**src/rtl/dil_pkg.sv**
```systemverilog
package dil_pkg;
  typedef enum logic [2:0] {
    ST_IDLE,
    ST_FETCH,
    ST_SETTLE,
    ST_REQ,
    ST_EXIT
  } ld_state_e;

  localparam logic [1:0] SC_DMA = 2'b10;
endpackage

```
**src/rtl/dil_timer.sv**
```systemverilog
module dil_timer #(
  parameter int unsigned SETTLE_CYC  = 10,
  parameter int unsigned TIMEOUT_CYC = 4096
) (
  input  logic clk_i,
  input  logic rst_ni,
  input  logic clr_i,
  input  logic long_i,
  output logic hit_o
);
  localparam int unsigned MAXC = (SETTLE_CYC > TIMEOUT_CYC) ? SETTLE_CYC : TIMEOUT_CYC;
  localparam int unsigned CW   = $clog2(MAXC + 1);

  logic [CW-1:0] cnt_q;

  always_ff @(posedge clk_i or negedge rst_ni) begin
    if (!rst_ni)     cnt_q <= '0;
    else if (clr_i)  cnt_q <= '0;
    else if (!hit_o) cnt_q <= cnt_q + 1'b1;
  end

  assign hit_o = long_i ? (cnt_q == CW'(TIMEOUT_CYC - 1)) : (cnt_q == CW'(SETTLE_CYC - 1));

  p_cnt_bounded_r8: assert property (@(posedge clk_i) disable iff (!rst_ni)
    cnt_q <= CW'(MAXC - 1))
    else $error("timer ran past its limit");
endmodule

```
**src/rtl/dil_idx.sv**
```systemverilog
module dil_idx #(
  parameter int unsigned LEN_W = 16
) (
  input  logic             clk_i,
  input  logic             rst_ni,
  input  logic             load_i,
  input  logic [LEN_W-1:0] len_i,
  input  logic             step_i,
  input  logic             abort_i,
  output logic [LEN_W-1:0] idx_o,
  output logic             last_o
);
  logic [LEN_W-1:0] len_q, idx_q;

  always_ff @(posedge clk_i or negedge rst_ni) begin
    if (!rst_ni) begin
      len_q <= '0;
      idx_q <= '0;
    end else if (load_i) begin
      len_q <= len_i;
      idx_q <= '0;
    end else if (abort_i) begin
      idx_q <= '0;
    end else if (step_i) begin
      idx_q <= last_o ? '0 : idx_q + 1'b1;
    end
  end

  assign last_o = (idx_q == len_q - 1'b1);
  assign idx_o  = idx_q;

  p_idx_in_range_r6: assert property (@(posedge clk_i) disable iff (!rst_ni)
    (idx_q == '0) || (idx_q < len_q))
    else $error("byte index beyond length");
endmodule

```
**src/rtl/dil_bus.sv**
```systemverilog
module dil_bus #(
  parameter int unsigned DATA_W = 8
) (
  input  logic              clk_i,
  input  logic              rst_ni,
  input  logic              cap_i,
  input  logic [DATA_W-1:0] byte_i,
  input  logic              phase_i,
  input  logic [1:0]        state_code_i,
  output logic [DATA_W-1:0] data_o,
  output logic              data_oe_o
);
  import dil_pkg::*;

  logic [DATA_W-1:0] data_q;

  always_ff @(posedge clk_i or negedge rst_ni) begin
    if (!rst_ni)    data_q <= '0;
    else if (cap_i) data_q <= byte_i;
  end

  assign data_o    = data_q;
  // drive the shared bus only while the processor is in its DMA state
  assign data_oe_o = phase_i && (state_code_i == SC_DMA);

  p_data_stable_r2: assert property (@(posedge clk_i) disable iff (!rst_ni)
    phase_i |=> (phase_i -> $stable(data_q)))
    else $error("data changed during handshake");
endmodule

```
**src/rtl/dil_fsm.sv**
```systemverilog
module dil_fsm (
  input  logic clk_i,
  input  logic rst_ni,
  input  logic start_i,
  input  logic len_zero_i,
  input  logic valid_i,
  input  logic in_dma_i,
  input  logic hit_i,
  input  logic last_i,
  output logic ready_o,
  output logic req_o,
  output logic phase_o,
  output logic cap_o,
  output logic load_o,
  output logic step_o,
  output logic abort_o,
  output logic tmr_clr_o,
  output logic tmr_long_o,
  output logic done_o,
  output logic err_o
);
  import dil_pkg::*;

  ld_state_e state_q, state_d;
  logic      done_q, done_d, err_q, err_d;

  always_comb begin
    state_d = state_q;
    done_d  = 1'b0;
    err_d   = err_q;
    abort_o = 1'b0;
    step_o  = 1'b0;
    unique case (state_q)
      ST_IDLE: if (start_i) begin
        err_d = 1'b0;
        if (len_zero_i) done_d  = 1'b1;
        else            state_d = ST_FETCH;
      end
      ST_FETCH:  if (valid_i) state_d = ST_SETTLE;
      ST_SETTLE: if (hit_i)   state_d = ST_REQ;
      ST_REQ: begin
        if (in_dma_i) state_d = ST_EXIT;
        else if (hit_i) begin
          state_d = ST_IDLE;
          err_d   = 1'b1;
          abort_o = 1'b1;
        end
      end
      ST_EXIT: begin
        if (!in_dma_i) begin
          step_o = 1'b1;
          if (last_i) begin
            state_d = ST_IDLE;
            done_d  = 1'b1;
          end else begin
            state_d = ST_FETCH;
          end
        end else if (hit_i) begin
          state_d = ST_IDLE;
          err_d   = 1'b1;
          abort_o = 1'b1;
        end
      end
      default: state_d = ST_IDLE;
    endcase
  end

  always_ff @(posedge clk_i or negedge rst_ni) begin
    if (!rst_ni) begin
      state_q <= ST_IDLE;
      done_q  <= 1'b0;
      err_q   <= 1'b0;
    end else begin
      state_q <= state_d;
      done_q  <= done_d;
      err_q   <= err_d;
    end
  end

  assign ready_o    = (state_q == ST_FETCH);
  assign req_o      = (state_q == ST_REQ);
  assign phase_o    = (state_q == ST_REQ) || (state_q == ST_EXIT);
  assign cap_o      = ready_o && valid_i;
  assign load_o     = (state_q == ST_IDLE) && start_i;
  assign tmr_clr_o  = (state_d != state_q);
  assign tmr_long_o = (state_q != ST_SETTLE);
  assign done_o     = done_q;
  assign err_o      = err_q;

  p_req_drop_r3: assert property (@(posedge clk_i) disable iff (!rst_ni)
    (req_o && in_dma_i) |=> !req_o)
    else $error("request held after DMA state seen");

  p_req_after_settle_r2: assert property (@(posedge clk_i) disable iff (!rst_ni)
    $rose(req_o) |-> $past(state_q == ST_SETTLE && hit_i))
    else $error("request raised without settle");

  p_start_ignored_r9: assert property (@(posedge clk_i) disable iff (!rst_ni)
    (state_q != ST_IDLE) |-> !load_o)
    else $error("reload while busy");
endmodule

```
**src/rtl/dma_in_loader.sv**
```systemverilog
module dma_in_loader #(
  parameter int unsigned DATA_W         = 8,
  parameter int unsigned LEN_W          = 16,
  parameter int unsigned SETTLE_CYCLES  = 10,
  parameter int unsigned TIMEOUT_CYCLES = 4096
) (
  input  logic              clk_i,
  input  logic              rst_ni,
  input  logic              start_i,
  input  logic [LEN_W-1:0]  len_i,
  input  logic [DATA_W-1:0] byte_i,
  input  logic              byte_valid_i,
  output logic              byte_ready_o,
  input  logic [1:0]        state_code_i,
  output logic [DATA_W-1:0] data_o,
  output logic              data_oe_o,
  output logic              dma_req_o,
  output logic [LEN_W-1:0]  byte_idx_o,
  output logic              done_o,
  output logic              err_o
);
  import dil_pkg::*;

  logic in_dma, hit, last, phase, cap, load, step, abort, tmr_clr, tmr_long;

  assign in_dma = (state_code_i == SC_DMA);

  dil_fsm u_fsm (
    .clk_i      (clk_i),
    .rst_ni     (rst_ni),
    .start_i    (start_i),
    .len_zero_i (len_i == '0),
    .valid_i    (byte_valid_i),
    .in_dma_i   (in_dma),
    .hit_i      (hit),
    .last_i     (last),
    .ready_o    (byte_ready_o),
    .req_o      (dma_req_o),
    .phase_o    (phase),
    .cap_o      (cap),
    .load_o     (load),
    .step_o     (step),
    .abort_o    (abort),
    .tmr_clr_o  (tmr_clr),
    .tmr_long_o (tmr_long),
    .done_o     (done_o),
    .err_o      (err_o)
  );

  dil_timer #(
    .SETTLE_CYC  (SETTLE_CYCLES),
    .TIMEOUT_CYC (TIMEOUT_CYCLES)
  ) u_timer (
    .clk_i  (clk_i),
    .rst_ni (rst_ni),
    .clr_i  (tmr_clr),
    .long_i (tmr_long),
    .hit_o  (hit)
  );

  dil_idx #(.LEN_W(LEN_W)) u_idx (
    .clk_i   (clk_i),
    .rst_ni  (rst_ni),
    .load_i  (load),
    .len_i   (len_i),
    .step_i  (step),
    .abort_i (abort),
    .idx_o   (byte_idx_o),
    .last_o  (last)
  );

  dil_bus #(.DATA_W(DATA_W)) u_bus (
    .clk_i        (clk_i),
    .rst_ni       (rst_ni),
    .cap_i        (cap),
    .byte_i       (byte_i),
    .phase_i      (phase),
    .state_code_i (state_code_i),
    .data_o       (data_o),
    .data_oe_o    (data_oe_o)
  );

  p_done_pulse_r7: assert property (@(posedge clk_i) disable iff (!rst_ni)
    done_o |=> !done_o)
    else $error("done longer than one cycle");

  p_idx_zero_done_r6: assert property (@(posedge clk_i) disable iff (!rst_ni)
    done_o |-> (byte_idx_o == '0))
    else $error("index not cleared at done");

  p_no_ready_while_req_r4: assert property (@(posedge clk_i) disable iff (!rst_ni)
    (dma_req_o || data_oe_o) |-> !byte_ready_o)
    else $error("byte accepted during handshake");

  p_err_no_done_r8: assert property (@(posedge clk_i) disable iff (!rst_ni)
    $rose(err_o) |-> (!done_o && !dma_req_o && !byte_ready_o))
    else $error("abort left activity");

  p_oe_no_ready_r5: assert property (@(posedge clk_i) disable iff (!rst_ni)
    data_oe_o |-> (!done_o && !err_o))
    else $error("bus driven outside handshake");
endmodule

```
**config.mk**
```make
export PLATFORM = sky130hd
export DESIGN_NAME = dma_in_loader
export DESIGN_NICKNAME = d
export VERILOG_FILES = /design/src/rtl/dil_pkg.sv /design/src/rtl/dil_timer.sv /design/src/rtl/dil_idx.sv /design/src/rtl/dil_bus.sv /design/src/rtl/dil_fsm.sv /design/src/rtl/dma_in_loader.sv
export SDC_FILE = /design/constraint.sdc
export NUM_CORES = 1
export LEC_CHECK = 0
export ABC_AREA = 1
export BUFFER_PORTS_ARGS = -buffer_cell sky130_fd_sc_hd__buf_2
export CORE_AREA = 3 3 80 82
export CTS_CLUSTER_SIZE = 16
export DETAILED_ROUTE_END_ITERATION = 8
export DIE_AREA = 0 0 83 85
export PLACE_DENSITY = 0.91
export SETUP_SLACK_MARGIN = 0.3
export SLEW_MARGIN = 20
export SYNTH_ARGS = -nofsm -noshare
export SYNTH_HDL_FRONTEND = slang
export SYNTH_SLANG_ARGS = --single-unit
export TNS_END_PERCENT = 100
```
**constraint.sdc**
```tcl
create_clock -name clk_i -period 5.1 [get_ports clk_i]
set_input_delay 0.765 -clock clk_i [delete_from_list [all_inputs] [get_ports clk_i]]
set_output_delay 0.765 -clock clk_i [all_outputs]
set_load 0.02 [all_outputs]
```
* After elaboration in Yosys (flattened, before gate mapping)
Index checks and enable logic that the tools add are counted.
** Operators by class
- Add/subtract/negate cells :: 3
- Equal/unequal tests :: 14
- Multiplexer cells :: 32
- Reduce and logical (&&, ||, !) cells :: 9
** Operators by type and width (number)
- $mux 16 :: 4
- $mux 13 :: 2
- $mux 3 :: 7
- $add 16x1->16 const B :: 1
- $eq 16x16->1 :: 1
- $logic_not 16->1 :: 1
- $sub 16x1->16 const B :: 1
- $mux 1 :: 15
- $pmux 3 s5 :: 1
- $add 13x1->13 const B :: 1
- $eq 13x12->1 const B :: 1
- $eq 13x4->1 const B :: 1
- $eq 3x2->1 const B :: 2
- $reduce_bool 3->1 :: 2
- $ne 2x1->1 const B :: 2
- $ne 2x2->1 const B :: 2
- $pmux 1 s2 :: 2
- $reduce_and 4->1 :: 1
- $eq 3x1->1 const B :: 1
- $eq 3x3->1 const B :: 1
- $logic_and 1x1->1 :: 3
- $logic_not 3->1 :: 1
- $ne 3x2->1 const B :: 1
- $ne 3x3->1 :: 1
- other kinds (3) :: 3
** Word-level totals
- Register bits after elaboration :: 58
- Logic and storage cells :: 65

* Longest topological paths before layout
- Depth after elaboration :: 7
- Depth in mapped cells :: 18
- Depth with buffers taken out :: 17

* Modules after synthesis
Synthesis repeated with hierarchy kept, for this count alone.
** Unflattened totals
- Cells, all modules :: 577
- Area total of the unflattened synthesis :: 4063.9 um^2
** By module, submodules not included
- dil_idx :: times used 1, cells each 297, area an instance 2178.3 um^2, sequential area each 800.8 um^2
- dil_timer :: times used 1, cells each 150, area an instance 1028.5 um^2, sequential area each 325.3 um^2
- dil_fsm :: times used 1, cells each 65, area an instance 432.9 um^2, sequential area each 125.1 um^2
- dil_bus :: times used 1, cells each 36, area an instance 312.8 um^2, sequential area each 200.2 um^2
- dma_in_loader :: times used 1, cells each 29, area an instance 111.4 um^2, sequential area each 0.0 um^2

* Worst setup path before layout
OpenSTA, ideal clock, no wires.
- Path type :: reg2reg
- Start :: reg u_fsm.state_q[1]
- End :: reg u_timer.cnt_q[9]
- Setup time :: 0.069 ns
- Arrival :: 2.067 ns
- Path slack :: 2.964 ns
- Stages on the path, launching flop included :: 9
- Path buffers :: 1
- Clock period less this slack :: 2.136 ns
- Cell sequence :: dfrtp_1 nor3_1 nand2_1 nand3_1 o21ai_0 nor2_1 nand2_2 buf_6 nor2_2
** On the way
- Elaborated cells on any way between the ends :: 18
- Those cells by class :: eq/ne: 7; mux: 10; reduce/logical: 1
** RTL lines
- start, declared :: line dil_fsm.sv:24 : ld_state_e state_q, state_d;
- start signal, assigned :: line dil_fsm.sv:74 : state_q <= state_d;
- $eq 3x1->1 *
- net byte_ready_o :: line dma_in_loader.sv:13 : output logic byte_ready_o,
- $pmux 3 s5 * :: line dil_fsm.sv:33 : unique case (state_q)
- net u_fsm.state_d[1] :: line dil_fsm.sv:24
- $ne 3x3->1 * :: line dil_fsm.sv:85 : assign tmr_clr_o = (state_d != state_q);
- $ne 2x1->1 (no source line) or $mux 13 (tied branches)
- end signal, assigned :: line dil_timer.sv:19 : else if (!hit_o) cnt_q <= cnt_q + 1'b1;
- end, declared :: line dil_timer.sv:14 : logic [CW-1:0] cnt_q;
The timed path passes the listed nets; every way through them passes the cells marked *.
A chain may end at the register's enable or synchronous reset.

* Worst setup path after layout
- Start :: reg u_idx.len_q[0]
- End :: reg u_timer.cnt_q[0]
** On the way
- Longest elaborated chain between the ends :: 7
- Elaborated cells on any way between the ends :: 8
- Those cells by class :: add/sub: 1; eq/ne: 3; mux: 4
** RTL lines
- start, declared :: line dil_idx.sv:13 : logic [LEN_W-1:0] len_q, idx_q;
- start signal, assigned :: line dil_idx.sv:20 : len_q <= len_i;
- $sub 16x1->16 * :: line dil_idx.sv:29 : assign last_o = (idx_q == len_q - 1'b1);
- $eq 16x16->1 * :: line dil_idx.sv:29
- $mux 1 * :: line dil_fsm.sv:52 : if (last_i) begin
- $mux 3 * :: line dil_fsm.sv:50 : if (!in_dma_i) begin
- $pmux 3 s5 * :: line dil_fsm.sv:33
- net u_fsm.state_d[0] :: line dil_fsm.sv:24
- $ne 3x3->1 * :: line dil_fsm.sv:85
- $ne 2x1->1 (no source line) or $mux 13 (tied branches)
Marked as above.

==> results.py <==
metrics = {
    "outcome": {
        "status": "finished, final reports clean",
    },
    "clock_tree": {
        "clk_pin_slew_ps": 70,
        "cts_buffers": 9,
        "post_cts_buffers": 0,
        "clock_sinks": 58,
        "ctsHoldBuffers": 0,
        "clk_latency_ps": 350,
        "cts_root_buf": "clkbuf_8",
        "clockBufferDepth": 2,
        "h-tree-depth": 3,
        "cts_tree": "done",
        "cts_resized": 0,
    },
    "sta": {
        "skew_ps": 7.83,
        "worstMarginPinSlew_ps": 727,
        "maxSlewViolCount": 0,
        "rsz0062_at_grt": "false",
        "period_share_pct": 48.4,
        "slew_headroom_pct": 51.5,
        "clock.fmax_ghz": 0.405,
        "hold_viol": 0,
        "post-route-min-period_ps": 2470,
        "setup_viol": 0,
        "finalWorstSetupSlack_ps": 2630,
        "totalNegativeSetupSlack_ps": 0,
        "holdWs_ps": 505,
    },
    "placed_design": {
        "place.gp.congestion": 0.944,
        "portBuffers": 58,
        "dp_slack_ps": 2640,
        "dpl.hpwl_mm": 6.33,
    },
    "die": {
        "start_util_pct": 60.2,
        "top_level_ports": 59,
        "chipHeight_microns": 85,
        "die_w_microns": 83,
        "rows": 28,
        "die-area_sq_um": 7060,
        "core_area_sq_um": 5820,
    },
    "power_and_ir_drop": {
        "intPower_mw": 1.14,
        "peakVddDrop_mv": 0.338,
        "p_seq_share_pct": 34.8,
        "pwr-share-comb_pct": 41.0,
        "clkPwrFrac_pct": 24.3,
        "p_leak_nw": 2.13,
        "p_sw_uw": 840,
        "sw_frac_of_total_pct": 42.4,
        "power_density_nw_per_um2": 484,
    },
    "cells_and_area": {
        "antennaDiodeCount": 0,
        "synthToLayoutAreaGrowth_pct": 16.8,
        "drive_gt1_share_pct": 23.0,
        "nNetsFinal": 563,
    },
    "yosys": {
        "ys_types": 32,
        "synth_warnings": 0,
        "yosys-top-cells-area": "dfrtp_1 41%, nand2_1 12%, inv_1 6.5%, xor2_1 6.5%, nor2_1 6.0%",
        "synth_xor_area_share_pct": 7.76,
        "syn_nets": 497,
        "avgSynthCellArea_sq_um": 7.54,
        "synthMuxAreaShare_pct": 2.58,
        "synth_top_area_share_pct": 41.5,
        "netlist_area_sq_um": 3500,
        "synth_compound_area_share_pct": 5.72,
        "synth_fa_ha_area_share_pct": 1.07,
        "synth_top_family_by_area": "simple AND/OR/NAND/NOR gates",
        "ys_seq_elements": 58,
        "yosys.area_share.simple_pct": 33.2,
        "synth.largest_area_cell": "dfrtp_1",
        "netlist_instances": 464,
        "yosysSeqAreaShare_pct": 41.5,
    },
    "drt": {
        "vias_per_cell": 5.37,
        "vias": 3278,
        "drc": 0,
        "ant_nets": 0,
        "drt_iter0_drc": 287,
        "drtPass1Iterations": 5,
        "wl_mm": 8.57,
        "routedWlPerCell_microns": 14.1,
    },
    "job": {
        "maxCapViolations": 0,
    },
    "global_route": {
        "grt_max_degree": 59,
        "grt_remaining_overflow": 0,
        "grt_pass1_vias": 3227,
        "grt_usage_pct": 25.4,
        "antenna_found_initial": 0,
        "grt_pass1_wl_mm": 14.4,
    },
    "setup_path": {
        "worstPathCellList": "inv_2 -> ha_1 -> nand3_2 -> nor2_4 -> nand2_1 -> nand2_1 -> nand2_1 -> nor2_1 -> nand2_1 -> nor2_2 -> nand3_2 -> nand2_4 -> nand2_2 -> nand2_1 -> nand2_1 -> nand2_2 -> nor2_1",
        "worstPathRequired_ps": 5330,
        "critPathArrivalTime_ps": 2690,
        "critPathLaunchType": "flip-flop",
        "cp-end-kind": "flip-flop",
        "cp_slowest_stage_delay_ps": 400,
        "cp_common_cell": "nand2_1",
        "critical_path_class": "flip-flop to flip-flop",
        "critPathMaxFanout": 13,
        "crit_slowest_cell": "dfrtp_1",
    },
    "worst_hold_path": {
        "hold_path.class": "flip-flop to flip-flop",
    },
}
[flip-flops by register name, summed over array words and instances, names as in the netlist]
| register | flops |
|---|---|
| u_fsm.err_o | 1 |
| u_idx.idx_o | 16 |
| u_fsm.state_q | 3 |
| u_bus.data_o | 8 |
| u_fsm.done_o | 1 |
| u_timer.cnt_q | 13 |
| u_idx.len_q | 16 |
[final timing paths]
kind                       slack (ps)             from                to  depth (start not counted)
setup / recovery                 2630   u_idx.len_q[0]  u_timer.cnt_q[0]                         17
hold / removal                    510  u_bus.data_o[6]   u_bus.data_o[6]                          1
setup reg to reg                 2630   u_idx.len_q[0]  u_timer.cnt_q[0]                         17
hold reg to reg                   510  u_bus.data_o[6]   u_bus.data_o[6]                          1
max in group asynchronous        4060           rst_ni    u_idx.idx_o[8]                          2
min in group asynchronous         530           rst_ni  u_timer.cnt_q[6]                          2
[layer usage]
layer / global-route usage, % / up-vias / wire, microns
met5: 0 / - / 0
met4: 11.4 / 0 / 229
met3: 6.41 / 22 / 539
met2: 45.3 / 143 / 4380
met1: 28.6 / 1518 / 3420
li1: - / 1595 / -
[final cells by class]
type / count / area, sq um
Multi-Input combinational cell: 333 / 1760
Fill cell: 461 / 1730
Sequential cell: 58 / 1450
Timing Repair Buffer: 60 / 305
Inverter: 68 / 255
Clock buffer: 11 / 141
Tap cell: 75 / 93.8
Clock inverter: 5 / 77.6
[through the flow]
| stage | util [%] | instance area (sq um) | total power [mW] | cells |
|---|---|---|---|---|
| 2_1_floorplan | - | 3500 | 1.30 | 464 |
| 3_3_place_gp | 66.5 | 3870 | 1.46 | 594 |
| 3_5_place_dp | 66.5 | 3870 | 1.50 | 594 |
| 4_1_cts | 70.3 | 4090 | 1.98 | 610 |
| 5_1_grt | 70.3 | 4090 | 2.12 | 610 |
| 6_report | 70.3 | 4090 | 1.98 | 610 |
[kinds of logic (layout without fill, tap and decap cells)]
logic type | after synthesis | after routing
muxes | 8 | 8
AOI/OAI and AO/OA | 37 | 37
buffers and inverters | 73 | 144
and+or+nand+nor | 254 | 254
adders and majority gates | 3 | 3
xor gates and xnor gates | 31 | 31
DFF | 58 | 58
[power by group through the flow]
| stage | sequential (mW) | combinational, mW | clock, mW |
|---|---|---|---|
| 2_1_floorplan | 0.710 | 0.594 | 0 |
| 3_3_place_gp | 0.684 | 0.772 | 0 |
| 3_5_place_dp | 0.691 | 0.805 | 0 |
| 4_1_cts | 0.684 | 0.811 | 0.482 |
| 5_1_grt | 0.700 | 0.913 | 0.510 |
| 6_report | 0.688 | 0.811 | 0.480 |
[cells in the final DEF (no fill, tap or decap)]
master | synthesis | layout
clkbuf_1 | 3 | 1
inv_1 | 61 | 61
inv_2 | 7 | 7
nand2_4 | 1 | 1
xor2_1 | 26 | 26
o21a_1 | 1 | 1
and2_1 | 1 | 1
o22ai_1 | 5 | 5
a21oi_1 | 1 | 1
ha_1 | 3 | 3
nand2_1 | 115 | 115
clkinv_2 | 0 | 2
nor4b_1 | 1 | 1
nand3_1 | 24 | 24
nand3b_1 | 3 | 3
o21ai_0 | 24 | 24
dfrtp_1 | 58 | 58
nor3_2 | 3 | 3
a21oi_2 | 1 | 1
nand3_2 | 2 | 2
clkbuf_8 | 0 | 10
nand2_2 | 7 | 7
a31oi_1 | 2 | 2
or2_1 | 2 | 2
mux2_2 | 8 | 8
buf_4 | 1 | 2
nor2_2 | 16 | 16
bufinv_16 | 0 | 2
nor3_1 | 11 | 11
o21ai_1 | 3 | 3
xnor2_1 | 5 | 5
clkinvlp_4 | 0 | 1
buf_2 | 0 | 58
nor2_1 | 56 | 56
nor2_4 | 3 | 3
nand4_1 | 9 | 9
[Yosys cell counts, drive strengths merged]
cell type and instances:
nand2 123, o21ai 27, nor2 75, nor4b 1, a31oi 2, dfrtp 58
and2 1, nor3 14, inv 68, nand4 9, buf 2, xnor2 5
o21a 1, or2 2, o22ai 5, ha 3, nand3b 3, nand3 26
clkbuf 3, a21oi 2, mux2 8, xor2 26
[critical path, delay by kind of cell (launching register included)]
family	cells	cell delay, ps
flops	1	400
simple gates	15	1640
buf+inv	1	90
fa+ha+maj	1	210
No activity file was read; power rests on OpenSTA's default activity.
